## config.mk

```make
export PLATFORM = sky130hd
export DESIGN_NAME = seg_desc_loader
export DESIGN_NICKNAME = d
export VERILOG_FILES = /design/src/rtl/segld_pkg.sv /design/src/rtl/seg_rules.sv /design/src/rtl/seg_cache_file.sv /design/src/rtl/seg_desc_loader.sv
export SDC_FILE = /design/constraint.sdc
export NUM_CORES = 1
export LEC_CHECK = 0
export CORE_UTILIZATION = 40
export DETAILED_ROUTE_END_ITERATION = 12
export DONT_BUFFER_PORTS = 1
export GPL_TIMING_DRIVEN = 0
export HOLD_SLACK_MARGIN = 0.1
export SLEW_MARGIN = 0
export SYNTH_ARGS = -nofsm -noshare
export SYNTH_HDL_FRONTEND = slang
export SYNTH_HIERARCHICAL = 1
export SYNTH_SLANG_ARGS = --single-unit
```

## constraint.sdc

```tcl
create_clock -name clk -period 8.8 [get_ports clk]
set_clock_uncertainty 0.2 [all_clocks]
set_input_delay 0.44 -clock clk [delete_from_list [all_inputs] [get_ports clk]]
set_output_delay 0.44 -clock clk [all_outputs]
set_load 0.1 [all_outputs]
```

## src/rtl/segld_pkg.sv

```systemverilog
package segld_pkg;
  localparam logic [2:0] OP_LOAD_SEG  = 3'd0;
  localparam logic [2:0] OP_LOAD_GDT  = 3'd1;
  localparam logic [2:0] OP_LOAD_IDT  = 3'd2;
  localparam logic [2:0] OP_STORE_GDT = 3'd3;
  localparam logic [2:0] OP_STORE_IDT = 3'd4;

  localparam logic [2:0] REG_ES  = 3'd0;
  localparam logic [2:0] REG_CS  = 3'd1;
  localparam logic [2:0] REG_SS  = 3'd2;
  localparam logic [2:0] REG_LDT = 3'd6;
  localparam logic [2:0] REG_TSK = 3'd7;

  localparam logic [7:0] VEC_UD  = 8'd6;
  localparam logic [7:0] VEC_NP  = 8'd11;
  localparam logic [7:0] VEC_STK = 8'd12;
  localparam logic [7:0] VEC_GP  = 8'd13;

  typedef struct packed {
    logic [15:0] sel;
    logic [31:0] base;
    logic [31:0] limit;
    logic [11:0] attr;
    logic        usable;
  } cache_t;

  typedef enum logic [1:0] {ST_IDLE, ST_WLO, ST_WHI, ST_CHK} fsm_e;
endpackage

```

## src/rtl/seg_rules.sv

```systemverilog
module seg_rules
  import segld_pkg::*;
(
  input  logic [2:0]  reg_id,
  input  logic [63:0] desc,
  output logic        ok,
  output logic [7:0]  vec
);
  logic [3:0] typ;
  logic       s_bit, p_bit, type_ok;

  assign typ   = desc[43:40];
  assign s_bit = desc[44];
  assign p_bit = desc[47];

  always_comb begin
    case (reg_id)
      REG_CS:  type_ok = s_bit & typ[3];
      REG_SS:  type_ok = s_bit & ~typ[3] & typ[1];
      REG_LDT: type_ok = ~s_bit & (typ == 4'd2);
      REG_TSK: type_ok = ~s_bit & ((typ == 4'd1) | (typ == 4'd9));
      default: type_ok = s_bit & (~typ[3] | typ[1]);
    endcase
    ok  = type_ok & p_bit;
    if (!type_ok)            vec = VEC_GP;
    else if (!p_bit)         vec = (reg_id == REG_SS) ? VEC_STK : VEC_NP;
    else                     vec = 8'd0;
  end
endmodule

```

## src/rtl/seg_cache_file.sv

```systemverilog
module seg_cache_file #(
  parameter int DEPTH = 8,
  parameter int W     = 93,
  localparam int AW   = $clog2(DEPTH)
) (
  input  logic          clk,
  input  logic          we,
  input  logic [AW-1:0] waddr,
  input  logic [W-1:0]  wdata,
  input  logic [AW-1:0] raddr,
  output logic [W-1:0]  rdata
);
  logic [W-1:0] mem [DEPTH];

  always_ff @(posedge clk) begin
    if (we) mem[waddr] <= wdata;
    rdata <= mem[raddr];
  end
endmodule

```

## src/rtl/seg_desc_loader.sv

```systemverilog
module seg_desc_loader
  import segld_pkg::*;
#(
  parameter int NREG   = 8,
  parameter int TBL_W  = 48,
  localparam int RW    = $clog2(NREG),
  localparam int CW    = $bits(cache_t)
) (
  input  logic             clk,
  input  logic             rst,
  input  logic             pe_mode,
  input  logic             req_valid,
  input  logic [2:0]       req_op,
  input  logic [RW-1:0]    req_reg,
  input  logic [15:0]      req_sel,
  input  logic [TBL_W-1:0] req_tbl,
  output logic             busy,
  output logic             done,
  output logic             fault,
  output logic [7:0]       fault_vec,
  output logic [TBL_W-1:0] store_data,
  output logic             mem_rd,
  output logic [31:0]      mem_addr,
  input  logic             mem_rvalid,
  input  logic [31:0]      mem_rdata,
  input  logic [RW-1:0]    rd_reg,
  output logic [15:0]      rd_sel,
  output logic [31:0]      rd_base,
  output logic [31:0]      rd_limit,
  output logic [11:0]      rd_attr,
  output logic             rd_usable
);
  fsm_e             state;
  logic [TBL_W-1:0] gdtr_q, idtr_q;
  logic [RW-1:0]    reg_q;
  logic [15:0]      sel_q;
  logic [31:0]      dlo_q, dhi_q;
  logic [63:0]      desc;

  logic             rule_ok;
  logic [7:0]       rule_vec;

  logic             cw_en;
  logic [RW-1:0]    cw_addr;
  cache_t           cw_data, real_ent, desc_ent, rd_ent;
  logic [CW-1:0]    rd_raw;

  logic             imm_done, imm_fault, start_fetch;
  logic [7:0]       imm_vec;
  logic [12:0]      idx;
  logic             is_null, is_data, is_sys;
  logic [15:0]      span;

  assign desc    = {dhi_q, dlo_q};
  assign idx     = req_sel[15:3];
  assign is_null = (req_sel[15:2] == 14'd0);
  assign is_sys  = (req_reg >= REG_LDT);
  assign is_data = !is_sys && (req_reg != REG_CS) && (req_reg != REG_SS);
  assign span    = {idx, 3'b111};

  seg_rules u_rules (
    .reg_id (reg_q),
    .desc   (desc),
    .ok     (rule_ok),
    .vec    (rule_vec)
  );

  always_comb begin
    real_ent.sel    = req_sel;
    real_ent.base   = {12'd0, req_sel, 4'd0};
    real_ent.limit  = 32'h0000_FFFF;
    real_ent.attr   = 12'h093;
    real_ent.usable = 1'b1;

    desc_ent.sel    = sel_q;
    desc_ent.base   = {desc[63:56], desc[39:32], desc[31:16]};
    desc_ent.limit  = desc[55] ? {desc[51:48], desc[15:0], 12'hFFF}
                               : {12'd0, desc[51:48], desc[15:0]};
    desc_ent.attr   = {desc[55:52], desc[47:40]};
    desc_ent.usable = 1'b1;
  end

  always_comb begin
    cw_en       = 1'b0;
    cw_addr     = req_reg;
    cw_data     = real_ent;
    imm_done    = 1'b0;
    imm_fault   = 1'b0;
    imm_vec     = 8'd0;
    start_fetch = 1'b0;
    if (state == ST_IDLE && req_valid && req_op == OP_LOAD_SEG) begin
      if (!pe_mode) begin
        imm_done = 1'b1;
        if (is_sys) begin
          imm_fault = 1'b1;
          imm_vec   = VEC_UD;
        end else begin
          cw_en = 1'b1;
        end
      end else if (is_null) begin
        imm_done = 1'b1;
        if (is_data) begin
          cw_en          = 1'b1;
          cw_data        = '0;
          cw_data.sel    = req_sel;
        end else begin
          imm_fault = 1'b1;
          imm_vec   = VEC_GP;
        end
      end else if (req_sel[2] || span > gdtr_q[15:0]) begin
        imm_done  = 1'b1;
        imm_fault = 1'b1;
        imm_vec   = VEC_GP;
      end else begin
        start_fetch = 1'b1;
      end
    end else if (state == ST_CHK) begin
      cw_en   = rule_ok;
      cw_addr = reg_q;
      cw_data = desc_ent;
    end
  end

  always_ff @(posedge clk) begin
    if (rst) begin
      state      <= ST_IDLE;
      busy       <= 1'b0;
      done       <= 1'b0;
      fault      <= 1'b0;
      fault_vec  <= 8'd0;
      mem_rd     <= 1'b0;
      mem_addr   <= 32'd0;
      gdtr_q     <= '0;
      idtr_q     <= '0;
      store_data <= '0;
      reg_q      <= '0;
      sel_q      <= 16'd0;
      dlo_q      <= 32'd0;
      dhi_q      <= 32'd0;
    end else begin
      done   <= 1'b0;
      fault  <= 1'b0;
      mem_rd <= 1'b0;
      case (state)
        ST_IDLE: if (req_valid) begin
          reg_q <= req_reg;
          sel_q <= req_sel;
          case (req_op)
            OP_LOAD_GDT:  begin gdtr_q <= req_tbl; done <= 1'b1; end
            OP_LOAD_IDT:  begin idtr_q <= req_tbl; done <= 1'b1; end
            OP_STORE_GDT: begin store_data <= gdtr_q; done <= 1'b1; end
            OP_STORE_IDT: begin store_data <= idtr_q; done <= 1'b1; end
            OP_LOAD_SEG: begin
              done      <= imm_done;
              fault     <= imm_fault;
              fault_vec <= imm_vec;
              if (start_fetch) begin
                busy     <= 1'b1;
                mem_rd   <= 1'b1;
                mem_addr <= gdtr_q[47:16] + {16'd0, idx, 3'b000};
                state    <= ST_WLO;
              end
            end
            default: done <= 1'b1;
          endcase
        end
        ST_WLO: if (mem_rvalid) begin
          dlo_q    <= mem_rdata;
          mem_rd   <= 1'b1;
          mem_addr <= mem_addr + 32'd4;
          state    <= ST_WHI;
        end
        ST_WHI: if (mem_rvalid) begin
          dhi_q <= mem_rdata;
          state <= ST_CHK;
        end
        default: begin
          busy      <= 1'b0;
          done      <= 1'b1;
          fault     <= ~rule_ok;
          fault_vec <= rule_vec;
          state     <= ST_IDLE;
        end
      endcase
    end
  end

  seg_cache_file #(.DEPTH(NREG), .W(CW)) u_cache (
    .clk   (clk),
    .we    (cw_en),
    .waddr (cw_addr),
    .wdata (cw_data),
    .raddr (rd_reg),
    .rdata (rd_raw)
  );

  assign rd_ent    = cache_t'(rd_raw);
  assign rd_sel    = rd_ent.sel;
  assign rd_base   = rd_ent.base;
  assign rd_limit  = rd_ent.limit;
  assign rd_attr   = rd_ent.attr;
  assign rd_usable = rd_ent.usable;
endmodule

```

==> results by group, run 1 <==
Timing
  – Final Cycle Share: 53.3%
  – Peak Freq: 213 MHz
  – Min Hold Slack: 0.151 ns
  – RSZ-0062 raised after global routing: no
  – Fin. max-slew vios: 0
  – Final setup violation count: 0
  – Tightest Pin Transition: 1.29 ns
  – Slew Limit Headroom: 14.0%
  – Fin Setup TNS: 0 ns
  – Final min period: 4.69 ns
  – Final Hold Vio Count: 0

CTS
  – TritonCTS clock tree: done
  – Clock Sinks: 1110
  – TritonCTS Buffers: 110
  – Reg clk slew, reported paths: 0.07 ns
  – CTS Root Cell: clkbuf_16
  – H-tree lvl count: 3
  – Worst skew pair latency: 0.70 ns
  – CTS Buffer Depth: 3

Synthesis
  – Post-synthesis sequential area ratio: 68.8%
  – Post-Syn Area: 43200 sq um
  – Avg Cell Area, Syn: 14.6 sq um
  – Main flop type after synthesis: edfxtp_1
  – Synth Instances: 2956
  – Count of state elements after synthesis: 1110
  – Yosys cell types: 83
  – Asr flop ratio synth: 0%
  – EDFF count, synth: 744
  – Yosys warns: 6

Route
  – Top sig layer: met5
  – Drt pass-1 iters: 7
  – DRT iter0 DRCs: 2419
  – Final ANT Viol Nets: 0
  – Routed wire length: 120 mm
  – Vias/cell: 5.48
  – Routed met3 length: 11.4 mm
  – Via Count: 25900
  – M1 wire length: 48.9 mm
  – Met2 Wirelength: 56.9 mm
  – Post-DR wirelength/cell: 25.4 um
  – Drc violations: 0

Pwr
  – Switching portion of total power: 25.4%
  – Sw power: 3000 uW
  – Comb power frac: 6.7%
  – Clock share of power: 41.3%
  – Int Power: 8790 uW
  – Static leakage: 0.0163 uW
  – Worst VDD drop: 0.192 mV
  – Total Power: 11800 uW
  – Power Density: 232 nW/um^2
  – Seq pwr share: 51.9%

Global routing
  – Pin count of the biggest net entering global routing: 26
  – All-Layer GR Usage: 22.1%
  – Initial antenna violation count: 16
  – Global route overflow: 0
  – Global-route wire length before repair: 175 mm
  – Vias in the first global route: 25400

Die
  – Die X: 330 um
  – CORE AREA: 107000 sq um
  – Die height: 330 um
  – Die area: 109000 sq um
  – Ports: 295
  – Initial Utilization: 40.3%
  – Row count: 120

Worst setup path
  – Setup CP Type: flop to flop
  – Worst setup path startpoint: state[0]
  – Crit path to: u_cache/mem[3][22]
  – Worst R2R End: u_cache/mem[3][22]
  – Worst Path Arrival: 4.89 ns
  – Crit-path max FO: 23
  – CP Launch Type: flop
  – FF-to-FF path depth: 14
  – Flop2flop setup slack: 4.11 ns
  – CP endpoint kind: flop
  – Reg2Reg Launch Point: state[0]
  – CP required: 8.99 ns

Job
  – Max-cap violations: 0

Layout
  – Layout cells sized above 1: 17.8%
  – Final std cells w/o fill: 4732
  – FILL cells: 9283
  – Post-Route Utilization: 47.5%
  – Most common cell after layout, fill and taps aside: edfxtp_1
  – Register Area: 29700 sq um
  – Area of the multi-input gates: 12600 sq um
  – NumNets Final: 3366
  – Commonest cells after routing, fill and taps aside: 744 x edfxtp_1, 492 x nand2_1, 366 x dfxtp_1, 241 x a21oi_1, 186 x mux4_2
  – Synth-to-Final Area Change: 17.8%

Worst hold path
  – HP Class: primary input to flop

Placed design
  – GP Congestion: 0.893
  – Port-buffer cells: 0
  – Placed insts: 4402
  – Post-DP HPWL: 83.4 mm

Run status
  – Status: complete, no violations
==> worst min path at each step <==
stage / from / to / slack [ns] / depth (start not counted)
5_1_grt: mem_rvalid / dlo_q[0] / 0.14 / 4
3_3_place_gp: dhi_q[21] / dhi_q[21] / 0.24 / 2
3_5_place_dp: dhi_q[20] / dhi_q[20] / 0.25 / 2
2_1_floorplan: dhi_q[13] / dhi_q[13] / 0.23 / 2
4_1_cts: mem_rvalid / dlo_q[0] / 0.11 / 4
6_report: pe_mode / mem_addr[0] / 0.15 / 5
==> power by group through the flow <==
stage                     sequential, uW  clock, uW  combinational [uW]
final                               6120       4870                 791
after global routing                6130       5140                 855
after CTS                           6120       4960                 786
after detailed placement            6230          0                 720
after global placement              6240          0                 709
after floorplan                     6180          0                 499
==> final cells by class <==
type / instances / share of cell area (%)
Tap cell: 1403 / 3.45
Clock inverter: 48 / 1.20
Buffer: 174 / 1.64
Antenna cell: 9 / 0.0443
Clock buffer: 160 / 6.30
Inverter: 34 / 0.251
Sequential cell: 1110 / 58.4
Multi-Input combinational cell: 1641 / 24.8
Timing Repair Buffer: 153 / 3.93
==> per-layer routing <==
layer / track usage [%] / vias to the layer above
met4: 6.23 / 12
met1: 28.8 / 13000
met5: 0 / -
met3: 6.62 / 185
li1: - / 11700
met2: 35.5 / 1053
==> metrics by stage <==
stage / area, sq um / worst slack (ns)
after CTS: 50800 / 4.20
final: 50800 / 4.11
after floorplan: 43200 / 2.16
after global routing: 50800 / 3.97
after detailed placement: 45900 / 4.23
after global placement: 44900 / -3.08
==> state kept, by name (all words and copies together) (netlist names) <==
name and count:
u_cache/mem 744, u_cache/rdata 93, gdtr_q 48, idtr_q 48, store_data 48, dhi_q 32
dlo_q 32, mem_addr 32, sel_q 16, fault_vec 8, reg_q 3, state 2
busy 1, done 1, fault 1, mem_rd 1
==> logic make-up (layout without fill, tap and decap cells) <==
| kind of cell | after synthesis | in the layout | share of synthesized area [%] |
|---|---|---|---|
| flip-flops | 1110 | 1110 | 68.8 |
| other | 1 | 13 | 0.00869 |
| buffers and inverters | 208 | 569 | 2.23 |
| XOR/XNOR | 20 | 20 | 0.406 |
| AO/OA/AOI/OAI | 437 | 437 | 6.14 |
| multiplexers | 322 | 322 | 13.1 |
| AND/OR/NAND/NOR | 826 | 826 | 8.38 |
| adder cells (fa/ha/maj) | 32 | 32 | 0.945 |
==> cells in the mapped netlist (all sizes together) (7+ instances only) <==
cell type | number | share of area (%)
edfxtp | 744 | 52
nand2 | 494 | 4.3
dfxtp | 366 | 17
a21oi | 243 | 2.8
mux4 | 186 | 9.7
nor2 | 153 | 1.3
clkbuf | 107 | 0.93
mux2 | 93 | 2.4
buf | 67 | 1.0
a211oi | 61 | 1.1
o21ai | 53 | 0.64
mux2i | 43 | 1.0
and3 | 37 | 0.54
inv | 34 | 0.30
ha | 31 | 0.90
nand3 | 25 | 0.31
nand4 | 22 | 0.35
and2 | 21 | 0.30
nor3 | 14 | 0.17
nor4 | 12 | 0.21
xor2 | 11 | 0.22
nand2b | 10 | 0.14
a31oi | 9 | 0.17
or3 | 9 | 0.17
xnor2 | 9 | 0.18
o22ai | 8 | 0.12
a21o | 7 | 0.12
o21a | 7 | 0.12
==> what timing repair did <==
| action | CTS | global route |
|---|---|---|
| endpoints found under the hold margin | 423 | 0 |
| buffers inserted | 0 | 0 |
| resized for setup | 0 | 0 |
| hold buffers | 113 | 0 |
==> worst max-delay path, stage by stage (launching register included) <==
cell	delay, ns
dfxtp_1	0.33
inv_1	0.10
ha_1	0.16
buf_4	0.16
nand2_2	0.15
or4_1	0.58
buf_2	0.27
nand2_1	0.37
buf_2	0.36
nand2_1	0.09
nand2_1	0.24
nand2_1	0.20
nor2_4	0.63
buf_12	0.29
buf_12	0.23
(Power assumes the default switching activity.)
==> run 2: changes to the inputs <==
==> constraint.sdc (replaced) <==
create_clock -name clk -period 4.7 [get_ports clk]
set_clock_uncertainty 0.2 [all_clocks]
set_input_delay 0.235 -clock clk [delete_from_list [all_inputs] [get_ports clk]]
set_output_delay 0.235 -clock clk [all_outputs]
set_load 0.1 [all_outputs]
==> results by group, run 2 (synthesis gave the netlist of run 1 again) <==
Timing
  – RSZ-0062 raised after global routing: no
  – Fin Setup TNS: 0 ns (unchanged)
  – Final Cycle Share: 96.1% (+43 points)
  – Final setup violation count: 0 (unchanged)
  – Tightest Pin Transition: 1.30 ns (+0.0105 ns)
  – Final Hold Vio Count: 0 (unchanged)
  – Fin. max-slew vios: 0 (unchanged)
  – Peak Freq: 221 MHz (+3.9%)
  – Slew Limit Headroom: 13.3% (-0.70 points)
  – Worst setup margin: 0.184 ns (-3.92 ns)
  – Final min period: 4.52 ns (-0.178 ns)

CTS
  – CTS Root Cell: clkbuf_16
  – CTS Buffer Depth: 3 (unchanged)
  – TritonCTS clock tree: done
  – Reg clk slew, reported paths: 0.07 ns (about the same)
  – Post-cts resize count: 0 (unchanged)
  – Clock Sinks: 1110 (unchanged)
  – H-tree lvl count: 3 (unchanged)
  – Worst skew pair latency: 0.70 ns (about the same)
  – TritonCTS Buffers: 112 (+1.8%)

Placed design
  – Port-buffer cells: 0 (unchanged)
  – Placed Area: 45800 sq um (about the same)
  – DP Worst Slack: 0.166 ns (-4.06 ns)
  – Post-DP HPWL: 84.0 mm (+0.68%)
  – GP Congestion: 0.904 (+1.2%)

Pwr
  – Worst VDD drop: 0.299 mV (+56%)
  – Power Density: 422 nW/um^2 (+82%)
  – Total Power: 22200 uW (+88%)
  – Static leakage: 0.0169 uW (+3.7%)

Global routing
  – Pin count of the biggest net entering global routing: 26 (unchanged)
  – Global route overflow: 0 (unchanged)
  – Vias in the first global route: 26900 (+5.9%)
  – Initial antenna violation count: 16 (unchanged)
  – Global-route wire length before repair: 179 mm (+2.5%)
  – All-Layer GR Usage: 22.4% (+0.33 points)

Route
  – Drc violations: 0 (unchanged)
  – DRT iter0 DRCs: 2314 (-4.3%)
  – Drt pass-1 iters: 8 (+1)
  – Post-DR wirelength/cell: 25.0 um (-1.8%)
  – Final ANT Viol Nets: 0 (unchanged)
  – Vias/cell: 5.48 (about the same)
  – Via Count: 26900 (+3.9%)
  – Routed wire length: 123 mm (+2.0%)

Layout
  – Most common cell after layout, fill and taps aside: edfxtp_1
  – Largest reg by FF count: u_cache/mem
  – FILL cells: 9062 (-2.4%)
  – Register Area: 29700 sq um (unchanged)
  – Biggest regs: u_cache/mem (744), u_cache/rdata (93)
  – Layout cells sized above 1: 16.8% (-1.0 points)
  – Synth-to-Final Area Change: 21.8%
  – Largest register FFs: 744 (unchanged)
  – NumNets Final: 3543 (+5.3%)
  – Post-Route Utilization: 49.1% (+1.6 points)
  – Commonest cells after routing, fill and taps aside: 744 x edfxtp_1, 490 x nand2_1, 366 x dfxtp_1, 289 x dlygate4sd3_1, 241 x a21oi_1
  – Area of the multi-input gates: 12600 sq um (+0.24%)
  – Post-route cell area: 52600 sq um (+3.5%)

Worst setup path
  – CP Launch Type: flop
  – Worst Path Arrival: 4.72 ns (-0.17 ns)
  – Crit-path max FO: 20 (-13%)
  – CP required: 4.90 ns (-4.09 ns)
  – CP endpoint kind: flop
  – Setup CP Type: flop to flop

Die
  – Die area: 109000 sq um (unchanged)
  – Ports: 295 (unchanged)
  – Row count: 120 (unchanged)
  – Die height: 330 um (unchanged)
  – Die X: 330 um (unchanged)
  – Initial Utilization: 40.3% (unchanged)
  – CORE AREA: 107000 sq um (unchanged)

Job
  – Max-cap violations: 0 (unchanged)

Run status
  – Status: complete, no violations

Worst hold path
  – HP Class: primary input to flop
==> run 2: cell count changes in the layout (fill, tap and decap cells not counted), sizes merged, moves of 2 or more <==
| cell | delta |
|---|---|
| clkbuf | -2 |
| dlygate4sd3 | +176 |
| diode | +3 |
| inv | +2 |
| clkinvlp | -3 |
| clkinv | +9 |
| buf | -2 |
==> run 2: worst paths after layout <==
check                    start            endpoint  slack [ns]  cells past startpoint
setup / recovery      state[0]  u_cache/mem[2][14]        0.18                     15
hold / removal    mem_rdata[4]            dhi_q[4]        0.14                      3
setup reg to reg      state[0]  u_cache/mem[2][14]        0.18                     15
hold reg to reg      dhi_q[28]           dhi_q[28]        0.25                      2
==> run 2: through the flow <==
stage,hold slack [ns],cells
finish,0.144,4915
global route,0.112,4905
CTS,0.101,4902
detailed placement,0.177,4400
global placement,0.173,4362
floorplan,0.171,2959
==> run 2: final cells by class <==
cell class / count / area share (%)
plain buffers: 174 / 1.61
multi-input cells: 1642 / 24.0
clock inverters: 55 / 1.21
inverters: 34 / 0.243
diodes: 12 / 0.0571
repair buffers: 327 / 7.07
clock buffers: 158 / 6.01
flip-flops and latches: 1110 / 56.4
well taps: 1403 / 3.34
==> run 2: layer usage <==
| layer | vias to the layer above | wire length (um) | track usage, % |
|---|---|---|---|
| li1 | 12000 | - | - |
| met1 | 13500 | 49300 | 29.0 |
| met2 | 1155 | 58400 | 36.5 |
| met5 | - | 90 | 0 |
| met3 | 212 | 12100 | 6.74 |
| met4 | 14 | 2960 | 5.85 |
==> run 2: worst max-delay path: stages, from the launching register on <==
cell and delay [ns]:
dfxtp_1 0.33, inv_1 0.10, ha_1 0.16, buf_4 0.16, nand2_2 0.14, or4_1 0.58
buf_2 0.27, nand2_4 0.17, buf_6 0.19, nand2_1 0.07, nand2_1 0.26, nand2b_1 0.30
nor2_4 0.57, buf_12 0.28, buf_16 0.20, buf_16 0.18
==> run 2: where the power goes <==
part           switching [uW]  internal (uW)
sequential                920          10500
clock                    3790           5310
combinational             996            642
==> run 2: repair_timing <==
action	in CTS	in global routing
setup buffers	0	0
hold buffers	289	0
hold endpoints to repair	620	0
setup endpoints to repair	0	16
